**src/rtl/cpx_pkg.sv**
```systemverilog
package cpx_pkg;

    // Access classes produced by the window decoder.
    typedef enum logic [2:0] {
        ACC_NONE      = 3'd0,
        ACC_CLR_BUSY  = 3'd1,
        ACC_CP_RESET  = 3'd2,
        ACC_OTHER_BYT = 3'd3,
        ACC_WIDE_WR   = 3'd4,
        ACC_READ      = 3'd5
    } acc_kind_e;

    // Width code for a single-byte access.
    localparam logic [1:0] WIDTH_BYTE = 2'b00;

    typedef struct packed {
        logic irq;
        logic busy;
        logic cpr;
        logic unsup;
    } ctl_state_t;

    function automatic logic is_byte_write(input acc_kind_e k);
        return (k == ACC_CLR_BUSY) || (k == ACC_CP_RESET) || (k == ACC_OTHER_BYT);
    endfunction

    function automatic logic is_unsupported(input acc_kind_e k);
        return (k == ACC_OTHER_BYT) || (k == ACC_WIDE_WR) || (k == ACC_READ);
    endfunction

endpackage

```
**src/rtl/cpx_addr_dec.sv**
```systemverilog
module cpx_addr_dec
    import cpx_pkg::*;
#(
    parameter int              ADDR_W    = 16,
    parameter int              WIN_LOG2  = 4,
    parameter logic [15:0]     BASE      = 16'h00F0,
    parameter int              BUSY_OFF  = 0,
    parameter int              RESET_OFF = 1
) (
    input  logic [ADDR_W-1:0] addr_i,
    input  logic              wr_i,
    input  logic              rd_i,
    input  logic [1:0]        width_i,
    output logic              hit_o,
    output acc_kind_e         kind_o
);
    localparam int TAG_W = ADDR_W - WIN_LOG2;
    localparam logic [TAG_W-1:0]    BASE_TAG = BASE[ADDR_W-1:WIN_LOG2];
    localparam logic [WIN_LOG2-1:0] OFF_BUSY = WIN_LOG2'(BUSY_OFF);
    localparam logic [WIN_LOG2-1:0] OFF_RST  = WIN_LOG2'(RESET_OFF);

    logic [TAG_W-1:0]    tag;
    logic [WIN_LOG2-1:0] off;

    assign tag   = addr_i[ADDR_W-1:WIN_LOG2];
    assign off   = addr_i[WIN_LOG2-1:0];
    assign hit_o = (tag == BASE_TAG);

    always_comb begin
        kind_o = ACC_NONE;
        if (hit_o) begin
            if (rd_i) begin
                kind_o = ACC_READ;
            end else if (wr_i) begin
                if (width_i != WIDTH_BYTE) begin
                    kind_o = ACC_WIDE_WR;
                end else if (off == OFF_BUSY) begin
                    kind_o = ACC_CLR_BUSY;
                end else if (off == OFF_RST) begin
                    kind_o = ACC_CP_RESET;
                end else begin
                    kind_o = ACC_OTHER_BYT;
                end
            end
        end
    end

endmodule

```
**src/rtl/cpx_err_edge.sv**
```systemverilog
module cpx_err_edge (
    input  logic clk,
    input  logic rst_n,
    input  logic err_i,
    output logic rise_o
);
    logic err_d, err_q;

    always_comb begin
        err_d = err_i;
    end

    always_ff @(posedge clk) begin
        if (!rst_n) err_q <= 1'b0;
        else        err_q <= err_d;
    end

    assign rise_o = err_i & ~err_q;

endmodule

```
**src/rtl/cpx_ctl.sv**
```systemverilog
module cpx_ctl
    import cpx_pkg::*;
(
    input  logic      clk,
    input  logic      rst_n,
    input  acc_kind_e kind_i,
    input  logic      rise_i,
    output logic      irq_o,
    output logic      busy_o,
    output logic      cpr_o,
    output logic      unsup_o
);
    ctl_state_t st_d, st_q;

    always_comb begin
        st_d       = st_q;
        st_d.cpr   = (kind_i == ACC_CP_RESET);
        st_d.unsup = is_unsupported(kind_i);
        if (is_byte_write(kind_i)) st_d.irq = 1'b0;
        if (kind_i == ACC_CLR_BUSY) st_d.busy = 1'b0;
        // An error edge overrides a clear in the same cycle.
        if (rise_i) begin
            st_d.irq  = 1'b1;
            st_d.busy = 1'b1;
        end
    end

    always_ff @(posedge clk) begin
        if (!rst_n) st_q <= '0;
        else        st_q <= st_d;
    end

    assign irq_o   = st_q.irq;
    assign busy_o  = st_q.busy;
    assign cpr_o   = st_q.cpr;
    assign unsup_o = st_q.unsup;

    AST_ERR_SETS_BOTH: assert property (@(posedge clk) disable iff (!rst_n)
        rise_i |=> (irq_o && busy_o));
    AST_BYTE_WR_DROPS_IRQ: assert property (@(posedge clk) disable iff (!rst_n)
        (is_byte_write(kind_i) && !rise_i) |=> !irq_o);
    AST_BUSY_ONLY_BY_ERR: assert property (@(posedge clk) disable iff (!rst_n)
        (!busy_o && !rise_i) |=> !busy_o);
    AST_RESET_PULSE_SRC: assert property (@(posedge clk) disable iff (!rst_n)
        cpr_o |-> $past(kind_i == ACC_CP_RESET));
    AST_UNSUP_SRC: assert property (@(posedge clk) disable iff (!rst_n)
        unsup_o |-> $past(is_unsupported(kind_i)));

endmodule

```
**src/rtl/cpx_port_dec.sv**
```systemverilog
module cpx_port_dec
    import cpx_pkg::*;
#(
    parameter int          ADDR_W    = 16,
    parameter int          WIN_LOG2  = 4,
    parameter logic [15:0] BASE      = 16'h00F0,
    parameter int          BUSY_OFF  = 0,
    parameter int          RESET_OFF = 1,
    parameter logic [7:0]  RD_FILL   = 8'hFF
) (
    input  logic              clk,
    input  logic              rst_n,
    input  logic [ADDR_W-1:0] io_addr,
    input  logic              io_wr,
    input  logic              io_rd,
    input  logic [1:0]        io_width,
    output logic [7:0]        io_rdata,
    input  logic              cp_err,
    output logic              irq13,
    output logic              cp_busy,
    output logic              cp_reset,
    output logic              io_unsup
);
    logic      hit;
    acc_kind_e kind;
    logic      err_rise;

    cpx_addr_dec #(
        .ADDR_W(ADDR_W), .WIN_LOG2(WIN_LOG2), .BASE(BASE),
        .BUSY_OFF(BUSY_OFF), .RESET_OFF(RESET_OFF)
    ) u_dec (
        .addr_i(io_addr), .wr_i(io_wr), .rd_i(io_rd), .width_i(io_width),
        .hit_o(hit), .kind_o(kind)
    );

    cpx_err_edge u_edge (
        .clk(clk), .rst_n(rst_n), .err_i(cp_err), .rise_o(err_rise)
    );

    cpx_ctl u_ctl (
        .clk(clk), .rst_n(rst_n), .kind_i(kind), .rise_i(err_rise),
        .irq_o(irq13), .busy_o(cp_busy), .cpr_o(cp_reset), .unsup_o(io_unsup)
    );

    assign io_rdata = (hit && io_rd) ? RD_FILL : 8'h00;

    AST_OUTSIDE_NO_PULSE: assert property (@(posedge clk) disable iff (!rst_n)
        !hit |=> (!cp_reset && !io_unsup));
    AST_OUTSIDE_KEEPS_IRQ: assert property (@(posedge clk) disable iff (!rst_n)
        (!hit && !err_rise) |=> $stable(irq13));
    AST_READ_KEEPS_STATE: assert property (@(posedge clk) disable iff (!rst_n)
        (kind == ACC_READ && !err_rise) |=> ($stable(irq13) && $stable(cp_busy)));

endmodule

```
**config.mk**
```make
export PLATFORM = sky130hd
export DESIGN_NAME = cpx_port_dec
export DESIGN_NICKNAME = d
export VERILOG_FILES = /design/src/rtl/cpx_pkg.sv /design/src/rtl/cpx_addr_dec.sv /design/src/rtl/cpx_err_edge.sv /design/src/rtl/cpx_ctl.sv /design/src/rtl/cpx_port_dec.sv
export SDC_FILE = /design/constraint.sdc
export NUM_CORES = 1
export LEC_CHECK = 0
export BUFFER_PORTS_ARGS = -buffer_cell sky130_fd_sc_hd__clkbuf_2
export CORE_AREA = 10 10 47 49
export DETAILED_ROUTE_END_ITERATION = 16
export DIE_AREA = 0 0 57 59
export SYNTH_ARGS = -nofsm -noshare
export SYNTH_HDL_FRONTEND = slang
export SYNTH_SLANG_ARGS = --single-unit
```
**constraint.sdc**
```tcl
create_clock -name clk -period 1.75 [get_ports clk]
set_input_delay 0.35 -clock clk [delete_from_list [all_inputs] [get_ports clk]]
set_output_delay 0.35 -clock clk [all_outputs]
set_load 0.05 [all_outputs]
```
==> flow_summary.rst <==
.. list-table::
   :header-rows: 1

   * - Metric
     - Value
   * - Outcome
     - finished, violations left
   * - Violated checks
     - negative setup slack
   * - Clock slew at the register clock pins of the worst setup and hold paths
     - 0.04 ns
   * - Antenna diode count
     - 0
   * - Final RePlAce weighted congestion
     - 0.6490
   * - Period minus WS final
     - 2.024 ns
   * - Upper clock frequency limit
     - 0.4941 GHz
   * - I/O Pins
     - 35
   * - RSZ-0062 raised after global routing
     - yes
   * - Row count
     - 14
   * - Die footprint
     - 0.003363 mm²
   * - Number of detailed-routing iterations run before antenna repair
     - 1
   * - Number of filler cells placed in the layout
     - roughly 150
   * - Ys async rst share
     - 0%
   * - Leakage Power
     - 0.0003236 µW
   * - Slowest cell on the critical path
     - or4_4
   * - Relative slew slack
     - 78.08%
   * - Portion of the clock cycle consumed by the worst path in the final layout
     - 115.6%
   * - Maximum Capacitance Violations
     - 0
   * - Maximum number of pins on one net before global-route repair
     - 9
   * - Worst hold path type
     - in -> reg
   * - Flip-flop and latch count after synthesis
     - 5
   * - Delay of the slowest cell on the worst path
     - 0.55 ns
   * - Setup Skew
     - 0.0002892 ns
   * - Area growth from synthesis to final layout
     - 115.4%
   * - Share of total power in the clock network
     - 41.6%
   * - Yosys warning total
     - 0
   * - Leading cell type in the layout, fill and taps excluded
     - clkbuf_2
   * - Antenna violations before repair
     - 0
   * - Measured slew at the worst slew-check pin
     - 0.3258 ns
   * - Post-route non-filler standard cell count
     - 85
   * - Relative contribution of combinational cells to total power
     - between 10% and 20%
   * - Total cell area at the placement stage
     - 595.6 µm²
   * - Buffer type at the clock tree root
     - clkbuf_4
   * - Routed WL per cell
     - 13.29 µm
   * - Hold wc startpoint
     - cp_err
   * - Placed wire-length estimate
     - 1.012 mm
   * - Cell internal power dissipation
     - roughly 240 µW
   * - Clock tree sinks
     - 5
   * - Clock tree from TritonCTS
     - done
   * - Via count
     - 377
   * - Number of buffers added by the clock tree synthesis step
     - 3
   * - H-tree levels
     - 1
   * - Number of nets at the end of the flow
     - 93
   * - Final worst-path setup slack
     - -0.2738 ns
   * - CP Cell Sequence
     - clkbuf_2, or4_4, nor3_4, and2_4, buf_12
   * - Placed cells
     - 79
   * - GRT overflow
     - 0
   * - Mean instance size in the synthesized netlist
     - 9.384 µm²
   * - Share of layout cells above drive strength 1
     - 68.12%
   * - Number of flops mapped to enable cells by yosys
     - 0
   * - Die extent in x
     - 57 µm
   * - Wire length of the first global-routing pass
     - between 1.5 and 2 mm
   * - Type of the worst setup path
     - in -> out
   * - Count of nets left with antenna violations after detail routing
     - 0
   * - Clock buffer depth
     - 2
   * - Relative contribution of sequential cells to total power
     - 38.5%
   * - Mean number of vias per cell
     - 4.435
   * - Total Wirelength
     - between 1 and 1.5 mm
   * - Critical path fanouts, max
     - 8
   * - Sort of element at the start of the critical path
     - input port
   * - Summed area of non-filler cells in the final layout
     - 646.9 µm²
   * - Vias in the first global route
     - 419
   * - Top library cells by usage in the layout, fill and taps aside
     - 26 x clkbuf_2, 8 x buf_12, 6 x buf_4
   * - Launching point of the worst reg2reg path
     - u_edge.err_q
   * - Endpoint type of the worst setup path
     - primary output
   * - # DRC
     - 0
   * - Seq/Total Area, Yosys
     - 33.33%
   * - Floorplan die height
     - 59 µm
   * - Count of pins over their slew limit
     - 0
   * - Initial detailed-routing violation count
     - 0
   * - Placeable core region
     - between 0.001 and 0.0015 mm²
   * - Gate Count Post-Synth
     - 32
   * - Worst endpoint required time
     - 1.40 ns
   * - Post-synth cell types
     - 18
   * - Crit path launch
     - io_addr[10]
   * - Cts hold-fix bufs
     - 0
   * - Starting Density
     - 21.43%
   * - Hold Vio Cnt, Final
     - 0
   * - All-Layer GR Usage
     - 6.514%
   * - Power density normalized to cell area
     - 485.5 mW/mm²
   * - Synth Net Count
     - 55
   * - Post-Synthesis Cell Area
     - 300.3 µm²
   * - Switching power summed over all nets
     - a little under 80 µW
   * - Main synth FF type
     - dfxtp_1
   * - Peak supply drop
     - 0.3172 mV
   * - Switching share of power
     - 24.75%
   * - Clock Latency Late Sink
     - between 0.2 and 0.25 ns
   * - Total of endpoints with negative setup slack in the final report
     - 8
   * - Port buffer count
     - 34
   * - CP arrival
     - 1.67 ns
-- power groups by stage --
| stage | Clock (µW) | Sequential (µW) | Combinational [µW] |
|---|---|---|---|
| 2_1_floorplan | 0 | 135 | 14.0 |
| 3_3_place_gp | 0 | 123 | 59.9 |
| 3_5_place_dp | 0 | 123 | 61.1 |
| 4_1_cts | 136 | 121 | 63.2 |
| 5_1_grt | 152 | 121 | 68.7 |
| 6_report | 131 | 121 | 62.4 |
-- flip-flops by register name (all words and copies together) (netlist names) --
register / count
u_ctl.busy_o: 1
u_ctl.cpr_o: 1
u_ctl.irq_o: 1
u_ctl.unsup_o: 1
u_edge.err_q: 1
-- cell type report --
type	count	area, µm²	area share (%)
multi-input combinational	20	165.2	25.53
clock buffer	4	26.28	4.062
timing repair buffer	40	335.3	51.84
tap	16	20.02	3.095
sequential	5	100.1	15.47
-- worst max-delay path: cells and delay by family --
| kind | cells | cell delay, ns |
|---|---|---|
| buffers and inverters | 2 | 0.25 |
| AND/OR/NAND/NOR | 3 | 1.06 |
-- timing repair --
item | in CTS | in global routing
hold endpoints to repair | 0 | 0
buffers inserted | 1 | 1
resized for setup | 2 | 0
setup endpoints to repair | 8 | 8
pin swaps | 2 | 2
-- kinds of logic (layout without fill, tap and decap cells) --
family,Yosys count,count (layout),synth area share [%]
simple gates,14,14,33.34
buf+inv,7,44,17.50
compound gates,6,6,15.83
flops,5,5,33.33
-- worst paths after layout --
check / to / slack (ns) / cells past startpoint
hold / removal: u_edge.err_q / 0.33 / 2
setup / recovery: io_rdata[1] / -0.27 / 5
hold reg to reg: u_ctl.busy_o / 0.57 / 2
setup reg to reg: u_ctl.busy_o / 0.92 / 3
-- Yosys cell counts, types with 2 or more instances --
cell	number	area (µm²)
o21a_1	2	15.01
buf_4	7	52.55
nor2_1	2	7.510
or4b_1	2	20.02
and2_1	2	12.51
dfxtp_1	5	100.1
-- routing by layer --
layer | track usage (%) | routed length, µm | share of wire [%]
met1 | 4.728 | 338 | 30
met2 | 12.25 | 673 | 60
met3 | 4.292 | 118 | 10
met4 | 4.027 | 0 | 0
met5 | 0 | 0 | 0
-- metrics by stage --
step           util [%]  total power [µW]  worst slack [ns]  hold WS (ns)  TNS [ns]
6_report          46.16             314.0           -0.2738        0.3306    -2.178
3_3_place_gp      42.50             182.8           -0.2541        0.5270    -2.064
4_1_cts           45.63             319.7           -0.2838        0.3267    -2.263
5_1_grt           46.16             342.1           -0.3083        0.3255    -2.457
3_5_place_dp      42.50             184.0           -0.2914        0.5376    -2.391
2_1_floorplan         -             149.4           -0.2235        0.4675    -1.597
(Power assumes the default switching activity.)
